<file path="src/rtl/pkt_mbox_pkg.sv">
package pkt_mbox_pkg;
  localparam logic [5:0] OFS_ID_LO = 6'h00;
  localparam logic [5:0] OFS_ID_HI = 6'h04;
  localparam logic [5:0] OFS_BUSY  = 6'h08;
  localparam logic [5:0] OFS_RXCNT = 6'h0C;
  localparam logic [5:0] OFS_TXCNT = 6'h10;
  localparam logic [5:0] OFS_ICTL  = 6'h14;
  localparam logic [5:0] OFS_INFO  = 6'h18;
  localparam logic [5:0] OFS_RXDAT = 6'h1C;
  localparam logic [5:0] OFS_TXDAT = 6'h20;

  localparam int ICTL_TX_BIT   = 0;
  localparam int ICTL_RX_BIT   = 1;
  localparam int ICTL_TEST_BIT = 31;

  localparam int MAX_FRAME = 65536;
  localparam int CNT_W     = $clog2(MAX_FRAME + 1);
endpackage

</file>
<file path="src/rtl/pkt_mbox_rx.sv">
module pkt_mbox_rx
  import pkt_mbox_pkg::*;
#(
  parameter int DEPTH = 64
) (
  input  logic             clk_i,
  input  logic             rst_ni,
  input  logic             rx_valid_i,
  input  logic [7:0]       rx_data_i,
  input  logic             rx_last_i,
  output logic             rx_ready_o,
  input  logic             lock_i,
  input  logic             pop_i,
  output logic [CNT_W-1:0] count_o,
  output logic [7:0]       byte_o,
  output logic             frame_done_o,
  output logic             active_o
);
  localparam int AW = $clog2(DEPTH);
  localparam logic [CNT_W-1:0] DEPTH_C = CNT_W'(DEPTH);

  logic [7:0]       mem [DEPTH];
  logic [CNT_W-1:0] wr_cnt;
  logic [CNT_W-1:0] count_q;
  logic [AW-1:0]    rd_ptr;
  logic             accept;
  logic             fits;

  assign rx_ready_o   = !lock_i && (count_q == '0);
  assign accept       = rx_valid_i && rx_ready_o;
  assign fits         = wr_cnt < DEPTH_C;
  assign frame_done_o = accept && rx_last_i && fits;
  assign active_o     = wr_cnt != '0;
  assign count_o      = count_q;
  assign byte_o       = (count_q != '0) ? mem[rd_ptr] : 8'h00;

  always_ff @(posedge clk_i) begin
    if (accept && fits) mem[wr_cnt[AW-1:0]] <= rx_data_i;
  end

  // wr_cnt saturates so a very long frame still reads as oversize at its end
  always_ff @(posedge clk_i or negedge rst_ni) begin
    if (!rst_ni) begin
      wr_cnt  <= '0;
      count_q <= '0;
      rd_ptr  <= '0;
    end else begin
      if (accept) begin
        if (rx_last_i) begin
          wr_cnt <= '0;
          if (fits) begin
            count_q <= wr_cnt + 1'b1;
            rd_ptr  <= '0;
          end
        end else if (wr_cnt != '1) begin
          wr_cnt <= wr_cnt + 1'b1;
        end
      end
      if (pop_i && count_q != '0) begin
        count_q <= count_q - 1'b1;
        rd_ptr  <= rd_ptr + 1'b1;
      end
    end
  end
endmodule

</file>
<file path="src/rtl/pkt_mbox_tx.sv">
module pkt_mbox_tx #(
  parameter int DEPTH = 64
) (
  input  logic        clk_i,
  input  logic        rst_ni,
  input  logic        cnt_we_i,
  input  logic [31:0] cnt_wdata_i,
  input  logic        dat_we_i,
  input  logic [7:0]  dat_i,
  output logic        tx_valid_o,
  output logic [7:0]  tx_data_o,
  output logic        tx_last_o,
  input  logic        tx_ready_i,
  output logic [31:0] count_o,
  output logic        pending_o,
  output logic        done_o
);
  localparam int AW = $clog2(DEPTH);
  localparam int CW = $clog2(DEPTH + 1);

  logic [7:0]    mem [DEPTH];
  logic [CW-1:0] count_q;
  logic [CW-1:0] fill_q;
  logic [AW-1:0] sptr_q;
  logic          sending_q;
  logic          cnt_ok;
  logic          dat_ok;
  logic          xfer;

  assign cnt_ok     = cnt_we_i && (count_q == '0) && (cnt_wdata_i != '0) &&
                      (cnt_wdata_i <= 32'(DEPTH));
  assign dat_ok     = dat_we_i && (count_q != '0) && !sending_q && (fill_q < count_q);
  assign tx_valid_o = sending_q;
  assign tx_data_o  = mem[sptr_q];
  assign tx_last_o  = sending_q && (CW'(sptr_q) == count_q - 1'b1);
  assign xfer       = sending_q && tx_ready_i;
  assign done_o     = xfer && tx_last_o;
  assign count_o    = 32'(count_q);
  assign pending_o  = count_q != '0;

  always_ff @(posedge clk_i) begin
    if (dat_ok) mem[fill_q[AW-1:0]] <= dat_i;
  end

  always_ff @(posedge clk_i or negedge rst_ni) begin
    if (!rst_ni) begin
      count_q   <= '0;
      fill_q    <= '0;
      sptr_q    <= '0;
      sending_q <= 1'b0;
    end else begin
      if (cnt_ok) begin
        count_q <= CW'(cnt_wdata_i);
        fill_q  <= '0;
      end
      if (dat_ok) begin
        fill_q <= fill_q + 1'b1;
        if (fill_q + 1'b1 == count_q) begin
          sending_q <= 1'b1;
          sptr_q    <= '0;
        end
      end
      if (xfer) begin
        if (tx_last_o) begin
          sending_q <= 1'b0;
          count_q   <= '0;
        end else begin
          sptr_q <= sptr_q + 1'b1;
        end
      end
    end
  end
endmodule

</file>
<file path="src/rtl/pkt_mbox_irq.sv">
module pkt_mbox_irq
  import pkt_mbox_pkg::*;
(
  input  logic        clk_i,
  input  logic        rst_ni,
  input  logic        tx_done_i,
  input  logic        rx_done_i,
  input  logic        wr_i,
  input  logic        rd_i,
  input  logic [31:0] wdata_i,
  output logic        tx_flag_o,
  output logic        rx_flag_o,
  output logic        test_flag_o,
  output logic [31:0] ctl_o,
  output logic        irq_o
);
  logic test_irq_q;

  always_ff @(posedge clk_i or negedge rst_ni) begin
    if (!rst_ni) begin
      tx_flag_o   <= 1'b0;
      rx_flag_o   <= 1'b0;
      test_flag_o <= 1'b0;
      test_irq_q  <= 1'b0;
    end else begin
      tx_flag_o <= tx_done_i || (tx_flag_o && !(wr_i && wdata_i[ICTL_TX_BIT]));
      rx_flag_o <= rx_done_i || (rx_flag_o && !(wr_i && wdata_i[ICTL_RX_BIT]));
      if (wr_i && wdata_i[ICTL_TEST_BIT]) test_flag_o <= 1'b1;
      else if (rd_i)                      test_flag_o <= 1'b0;
      if (wr_i) begin
        if (wdata_i == '0)                test_irq_q <= 1'b0;
        else if (wdata_i[ICTL_TEST_BIT])  test_irq_q <= 1'b1;
      end
    end
  end

  always_comb begin
    ctl_o                = '0;
    ctl_o[ICTL_TX_BIT]   = tx_flag_o;
    ctl_o[ICTL_RX_BIT]   = rx_flag_o;
    ctl_o[ICTL_TEST_BIT] = test_flag_o;
  end

  assign irq_o = tx_flag_o || rx_flag_o || test_irq_q;
endmodule

</file>
<file path="src/rtl/pkt_mbox.sv">
module pkt_mbox
  import pkt_mbox_pkg::*;
#(
  parameter int          RX_DEPTH = 64,
  parameter int          TX_DEPTH = 64,
  parameter logic [63:0] ID_VALUE = 64'h31584F42_4D544B50,
  parameter logic [31:0] IRQ_INFO = 32'd2
) (
  input  logic        clk_i,
  input  logic        rst_ni,
  input  logic [5:0]  addr_i,
  input  logic        wr_en_i,
  input  logic [31:0] wdata_i,
  input  logic        rd_en_i,
  output logic [31:0] rdata_o,
  input  logic        rx_valid_i,
  input  logic [7:0]  rx_data_i,
  input  logic        rx_last_i,
  output logic        rx_ready_o,
  output logic        tx_valid_o,
  output logic [7:0]  tx_data_o,
  output logic        tx_last_o,
  input  logic        tx_ready_i,
  output logic        irq_o
);
  logic [CNT_W-1:0] rx_count;
  logic [7:0]       rx_byte;
  logic             rx_done;
  logic             rx_active;
  logic [31:0]      tx_count;
  logic             tx_pending;
  logic             tx_done;
  logic             tx_flag;
  logic             rx_flag;
  logic             test_flag;
  logic [31:0]      ctl_val;

  pkt_mbox_rx #(.DEPTH(RX_DEPTH)) u_rx (
    .clk_i(clk_i), .rst_ni(rst_ni),
    .rx_valid_i(rx_valid_i), .rx_data_i(rx_data_i), .rx_last_i(rx_last_i),
    .rx_ready_o(rx_ready_o), .lock_i(rx_flag),
    .pop_i(rd_en_i && addr_i == OFS_RXDAT),
    .count_o(rx_count), .byte_o(rx_byte),
    .frame_done_o(rx_done), .active_o(rx_active)
  );

  pkt_mbox_tx #(.DEPTH(TX_DEPTH)) u_tx (
    .clk_i(clk_i), .rst_ni(rst_ni),
    .cnt_we_i(wr_en_i && addr_i == OFS_TXCNT), .cnt_wdata_i(wdata_i),
    .dat_we_i(wr_en_i && addr_i == OFS_TXDAT), .dat_i(wdata_i[7:0]),
    .tx_valid_o(tx_valid_o), .tx_data_o(tx_data_o), .tx_last_o(tx_last_o),
    .tx_ready_i(tx_ready_i), .count_o(tx_count),
    .pending_o(tx_pending), .done_o(tx_done)
  );

  pkt_mbox_irq u_irq (
    .clk_i(clk_i), .rst_ni(rst_ni),
    .tx_done_i(tx_done), .rx_done_i(rx_done),
    .wr_i(wr_en_i && addr_i == OFS_ICTL), .rd_i(rd_en_i && addr_i == OFS_ICTL),
    .wdata_i(wdata_i),
    .tx_flag_o(tx_flag), .rx_flag_o(rx_flag), .test_flag_o(test_flag),
    .ctl_o(ctl_val), .irq_o(irq_o)
  );

  always_comb begin
    unique case (addr_i)
      OFS_ID_LO: rdata_o = ID_VALUE[31:0];
      OFS_ID_HI: rdata_o = ID_VALUE[63:32];
      OFS_BUSY:  rdata_o = {31'b0, rx_active || tx_pending};
      OFS_RXCNT: rdata_o = 32'(rx_count);
      OFS_TXCNT: rdata_o = tx_count;
      OFS_ICTL:  rdata_o = ctl_val;
      OFS_INFO:  rdata_o = IRQ_INFO;
      OFS_RXDAT: rdata_o = {24'b0, rx_byte};
      default:   rdata_o = '0;
    endcase
  end
endmodule

</file>
<file path="config.mk">
export PLATFORM = sky130hd
export DESIGN_NAME = pkt_mbox
export DESIGN_NICKNAME = d
export VERILOG_FILES = /design/src/rtl/pkt_mbox_pkg.sv /design/src/rtl/pkt_mbox_rx.sv /design/src/rtl/pkt_mbox_tx.sv /design/src/rtl/pkt_mbox_irq.sv /design/src/rtl/pkt_mbox.sv
export SDC_FILE = /design/constraint.sdc
export NUM_CORES = 1
export LEC_CHECK = 0
export ABC_CLOCK_PERIOD_IN_PS = 5200
export BUFFER_PORTS_ARGS = -buffer_cell sky130_fd_sc_hd__buf_4
export CAP_MARGIN = 25
export CORE_ASPECT_RATIO = 0.75
export CORE_UTILIZATION = 60
export CTS_CLUSTER_DIAMETER = 200
export DETAILED_ROUTE_END_ITERATION = 8
export GPL_ROUTABILITY_DRIVEN = 1
export MAX_ROUTING_LAYER = met4
export PLACE_DENSITY = 0.77
export SYNTH_ARGS = -nofsm -noshare
export SYNTH_HDL_FRONTEND = slang
export SYNTH_HIERARCHICAL = 1
export SYNTH_SLANG_ARGS = --single-unit
</file>
<file path="constraint.sdc">
create_clock -name clk_i -period 5.2 [get_ports clk_i]
set_input_delay 1.56 -clock clk_i [delete_from_list [all_inputs] [get_ports clk_i]]
set_output_delay 1.56 -clock clk_i [all_outputs]
set_load 0.02 [all_outputs]
</file>
==> impl_results.html <==
<table>
<tr><th>Metric</th><th>Value</th></tr>
<tr><th colspan="2">Outcome</th></tr>
<tr><td>Outcome</td><td>finished with violations</td></tr>
<tr><td>Failing checks</td><td>setup timing</td></tr>
<tr><th colspan="2">Yosys</th></tr>
<tr><td>Count of synthesis-stage warnings from yosys</td><td>6</td></tr>
<tr><td>Synth Instances</td><td>2494</td></tr>
<tr><td>Netlist area before placement</td><td>45400 um2</td></tr>
<tr><td>Count leader, synth</td><td>sky130_fd_sc_hd__edfxtp_1</td></tr>
<tr><td>Post-synthesis cell type count</td><td>77</td></tr>
<tr><td>Yosys top cell area share</td><td>67.8%</td></tr>
<tr><td>Part of the Yosys area used for sequential elements</td><td>71.4%</td></tr>
<tr><td>Most frequently used flop master after synthesis</td><td>sky130_fd_sc_hd__edfxtp_1</td></tr>
<tr><td>Number of synthesized flops with an enable pin</td><td>1024</td></tr>
<tr><td>Mean Syn Cell Area</td><td>18.2 um2</td></tr>
<tr><td>Post-synthesis cell type with the largest combined area</td><td>sky130_fd_sc_hd__edfxtp_1</td></tr>
<tr><td>Flip-flop and latch count after synthesis</td><td>1089</td></tr>
<tr><td>Ys async rst share</td><td>5.97%</td></tr>
<tr><td>Commonest cells in the netlist</td><td>sky130_fd_sc_hd__edfxtp_1, sky130_fd_sc_hd__mux4_2, sky130_fd_sc_hd__nor2_1</td></tr>
<tr><td>Most area-consuming cells after synthesis</td><td>sky130_fd_sc_hd__edfxtp_1, sky130_fd_sc_hd__mux4_2, sky130_fd_sc_hd__dfrtp_1</td></tr>
<tr><th colspan="2">Layout</th></tr>
<tr><td>Layout-stage area growth over the synthesis result</td><td>14.5%</td></tr>
<tr><td>Fraction of the core area covered by cells at the end of the flow</td><td>70.0%</td></tr>
<tr><td>Fin area</td><td>51900 um2</td></tr>
<tr><td>Share of final-layout standard cells stronger than drive strength 1</td><td>29.2%</td></tr>
<tr><td>Final instance count without filler cells</td><td>3809</td></tr>
<tr><td># nets final</td><td>2831</td></tr>
<tr><th colspan="2">Pwr</th></tr>
<tr><td>Design Power</td><td>18400 uW</td></tr>
<tr><td>PwrDens</td><td>354 nW/um2</td></tr>
<tr><td>Leakage power total</td><td>0.0169 uW</td></tr>
<tr><td>Max VDD drop</td><td>0.000343 V</td></tr>
<tr><th colspan="2">Worst setup path</th></tr>
<tr><td>Worst reg2reg path depth</td><td>7</td></tr>
<tr><td>Type of the worst setup path</td><td>reg -&gt; out</td></tr>
<tr><td>Worst-path maximum fanout</td><td>8</td></tr>
<tr><td>Crit. End Element</td><td>output pin</td></tr>
<tr><td>Largest stage delay on the critical path</td><td>0.53 ns</td></tr>
<tr><td>Arrival time at the worst endpoint</td><td>3.75 ns</td></tr>
<tr><td>Crit-path cells</td><td>buf_4 &gt; buf_4 &gt; and3_1 &gt; a22o_1 &gt; o21ai_0 &gt; a31oi_2 &gt; a211oi_4 &gt; mux2_4 &gt; nand3_2 &gt; a31oi_2 &gt; buf_4</td></tr>
<tr><td>Endpoint of the lowest-slack register-to-register path</td><td>u_tx/mem[23][3]</td></tr>
<tr><td>Sum of buffers and inverters on the critical path</td><td>3</td></tr>
<tr><td>Standard cell with the maximum stage delay on the critical path</td><td>sky130_fd_sc_hd__dfrtp_1</td></tr>
<tr><td>Cell family contributing the most delay on the critical path</td><td>compound AO/OA/AOI/OAI gates</td></tr>
<tr><td>Reg2reg setup slack</td><td>1.51 ns</td></tr>
<tr><td>Library cell appearing most often on the critical path</td><td>sky130_fd_sc_hd__buf_4</td></tr>
<tr><td>Crit path launch type</td><td>flip-flop</td></tr>
<tr><td>Critical Path RT</td><td>3.64 ns</td></tr>
<tr><td>Beginning of the worst register-to-register path</td><td>u_tx/fill_q[1]</td></tr>
<tr><th colspan="2">Clock network</th></tr>
<tr><td>Clk slew on worst S/H paths</td><td>0.06 ns</td></tr>
<tr><td>Number of sinks driven by the clock tree</td><td>1089</td></tr>
<tr><td>Clock tree root driver cell</td><td>sky130_fd_sc_hd__clkbuf_16</td></tr>
<tr><td>Number of buffers added by the clock tree synthesis step</td><td>98</td></tr>
<tr><td>Number of buffers on the longest clock path</td><td>3</td></tr>
<tr><td>CTS HTree Levels</td><td>3</td></tr>
<tr><td>Clk_lat worst skew</td><td>0.67 ns</td></tr>
<tr><td>CTS tree</td><td>yes</td></tr>
<tr><th colspan="2">Timing</th></tr>
<tr><td>Worst setup margin</td><td>-0.109 ns</td></tr>
<tr><td>Slew at the pin with the worst max-slew slack</td><td>0.965 ns</td></tr>
<tr><td>Post-Route Setup TNS</td><td>-0.138 ns</td></tr>
<tr><td>Max-slew violation total from the final report</td><td>0</td></tr>
<tr><td>Max Clk Rate</td><td>0.188 GHz</td></tr>
<tr><td>Portion of the clock cycle consumed by the worst path in the final layout</td><td>102%</td></tr>
<tr><td>Setup violations, final</td><td>2</td></tr>
<tr><td>Unrepaired setup endpoints after global routing</td><td>yes</td></tr>
<tr><td>Worst slew margin</td><td>35.2%</td></tr>
<tr><td>Clk_skew</td><td>0.0300 ns</td></tr>
<tr><td>Count of endpoints failing hold in the final timing report</td><td>0</td></tr>
<tr><td>Time the final worst path needs with I/O delays and setup</td><td>5.31 ns</td></tr>
<tr><th colspan="2">Placed design</th></tr>
<tr><td>Detailed placement HPWL</td><td>70.3 mm</td></tr>
<tr><td>Total cell area at the placement stage</td><td>48100 um2</td></tr>
<tr><td>Inst Count DP</td><td>3606</td></tr>
<tr><td>Final estimated routing congestion in global placement</td><td>0.934</td></tr>
<tr><td>Count of buffers inserted at the top-level ports</td><td>92</td></tr>
<tr><th colspan="2">Detailed routing</th></tr>
<tr><td>Routed Wire Length</td><td>114 mm</td></tr>
<tr><td>Post-detailed-route count of antenna-violating nets</td><td>0</td></tr>
<tr><td>Detail-routed net length per standard cell</td><td>30.0 um</td></tr>
<tr><td>Total number of vias</td><td>25814</td></tr>
<tr><td>Detailed-route DRC error count</td><td>0</td></tr>
<tr><td>Count of routing violations after the opening detailed-route iteration</td><td>3451</td></tr>
<tr><td>Vias per cell</td><td>6.78</td></tr>
<tr><td>DRT Pass-1 Iters</td><td>7</td></tr>
<tr><th colspan="2">Global route</th></tr>
<tr><td>Number of global-route vias before repair</td><td>25104</td></tr>
<tr><td>Antenna violations before repair</td><td>2</td></tr>
<tr><td>Residual overflow from global routing</td><td>0</td></tr>
<tr><td>All-layer global routing usage</td><td>30.8%</td></tr>
<tr><td>Global-route wire length before repair</td><td>166 mm</td></tr>
<tr><td>Maximum number of pins on one net before global-route repair</td><td>69</td></tr>
<tr><th colspan="2">Floorplanning</th></tr>
<tr><td>Die Area</td><td>76700 um2</td></tr>
<tr><td>Starting density of the core</td><td>61.2%</td></tr>
<tr><td>Core region area</td><td>74100 um2</td></tr>
<tr><td>Chip Width</td><td>319 um</td></tr>
<tr><td>I/O pins</td><td>97</td></tr>
<tr><td>Count of standard-cell rows</td><td>86</td></tr>
<tr><td>DIE HEIGHT</td><td>240 um</td></tr>
<tr><th colspan="2">Worst hold path</th></tr>
<tr><td>Startpoint of the lowest-slack hold path</td><td>u_irq/tx_flag_o</td></tr>
<tr><td>Hold crit path type</td><td>reg -&gt; reg</td></tr>
<tr><td>End point of the most critical hold path</td><td>u_irq/tx_flag_o</td></tr>
<tr><td>Worst hold path stage count</td><td>1</td></tr>
<tr><th colspan="2">Run</th></tr>
<tr><td>Total of max-cap violations</td><td>0</td></tr>
</table>
-- cells by family (layout without fill, tap and decap cells) --
group,count (synthesis),in the layout,synth area share [%]
flip-flops,1089,1089,71.4
AND/OR/NAND/NOR,519,519,5.78
multiplexers,363,363,15.5
AO/OA/AOI/OAI,247,247,3.71
buffers and inverters,229,522,2.58
XOR/XNOR,28,28,0.571
adder cells (fa/ha/maj),17,17,0.469
other,2,56,0.0166
-- how the worst max path moves through the flow --
stage / start / to / slack (ns) / cells after the start
floorplan: u_rx/rd_ptr[0] / rdata_o[1] / 0.65 / 11
global placement: u_rx/rd_ptr[0] / rdata_o[2] / -0.23 / 8
detailed placement: u_rx/rd_ptr[0] / rdata_o[0] / 0.24 / 10
CTS: u_rx/rd_ptr[0] / rdata_o[0] / -0.04 / 10
global route: u_rx/rd_ptr[0] / rdata_o[1] / -0.07 / 13
finish: u_rx/rd_ptr[3] / rdata_o[0] / -0.11 / 11
-- power by group --
part / switching (uW) / leakage, uW / internal (uW) / total, uW
registers: 29.2 / 0.0100 / 9590 / 9620
clock network: 3130 / 0.00156 / 4200 / 7330
logic: 805 / 0.00532 / 634 / 1440
-- per-layer routing --
metal | wire length (um) | global-route usage (%)
met1 | 45600 | 46.0
met2 | 49600 | 42.1
met5 | 0 | -
met3 | 16400 | 8.73
met4 | 2490 | 8.04
-- sequential cells by signal, indices dropped and copies added, names as in the netlist --
signal,cells
u_irq/rx_flag_o,1
u_irq/test_flag_o,1
u_irq/test_irq_q,1
u_irq/tx_flag_o,1
u_rx/count_o,17
u_rx/mem,512
u_rx/rd_ptr,6
u_rx/wr_cnt,17
u_tx/count_q,7
u_tx/fill_q,7
u_tx/mem,512
u_tx/sptr_q,6
u_tx/tx_valid_o,1
-- placed cells by master (no fill, tap or decap), types with 30 or more instances in the layout --
cell,count
sky130_fd_sc_hd__mux2i_1,70
sky130_fd_sc_hd__conb_1,54
sky130_fd_sc_hd__buf_4,289
sky130_fd_sc_hd__nor2_1,177
sky130_fd_sc_hd__nor4_1,30
sky130_fd_sc_hd__nand3_1,58
sky130_fd_sc_hd__edfxtp_1,1024
sky130_fd_sc_hd__nand2_1,79
sky130_fd_sc_hd__o21ai_0,33
sky130_fd_sc_hd__mux4_2,268
sky130_fd_sc_hd__clkbuf_16,103
sky130_fd_sc_hd__dfrtp_1,58
sky130_fd_sc_hd__a21oi_1,54
-- area by class of cell --
class | count | area, um2
inverter | 29 | 109
clock buffer | 121 | 2640
fill | 4419 | 22200
tap | 968 | 1210
sequential | 1089 | 32400
timing repair buffer | 315 | 2630
antenna | 2 | 5.00
clock inverter | 57 | 593
multi-input combinational | 1228 | 12300
-- stage by stage --
stage | worst slack, ns | hold WS (ns)
final | -0.109 | 0.506
after global routing | -0.0671 | 0.524
after CTS | -0.0381 | 0.505
after detailed placement | 0.242 | 0.492
after global placement | -0.231 | 0.476
after floorplan | 0.649 | 0.450
-- what timing repair did --
action                     4_1_cts  5_1_grt
hold buffers                     0        0
setup endpoints to repair        8       12
gates cloned                     1        1
setup buffers                   12        9
resized for setup               37       36
pin swaps                        2        8
Note: power is estimated with default switching activity, not from simulation.
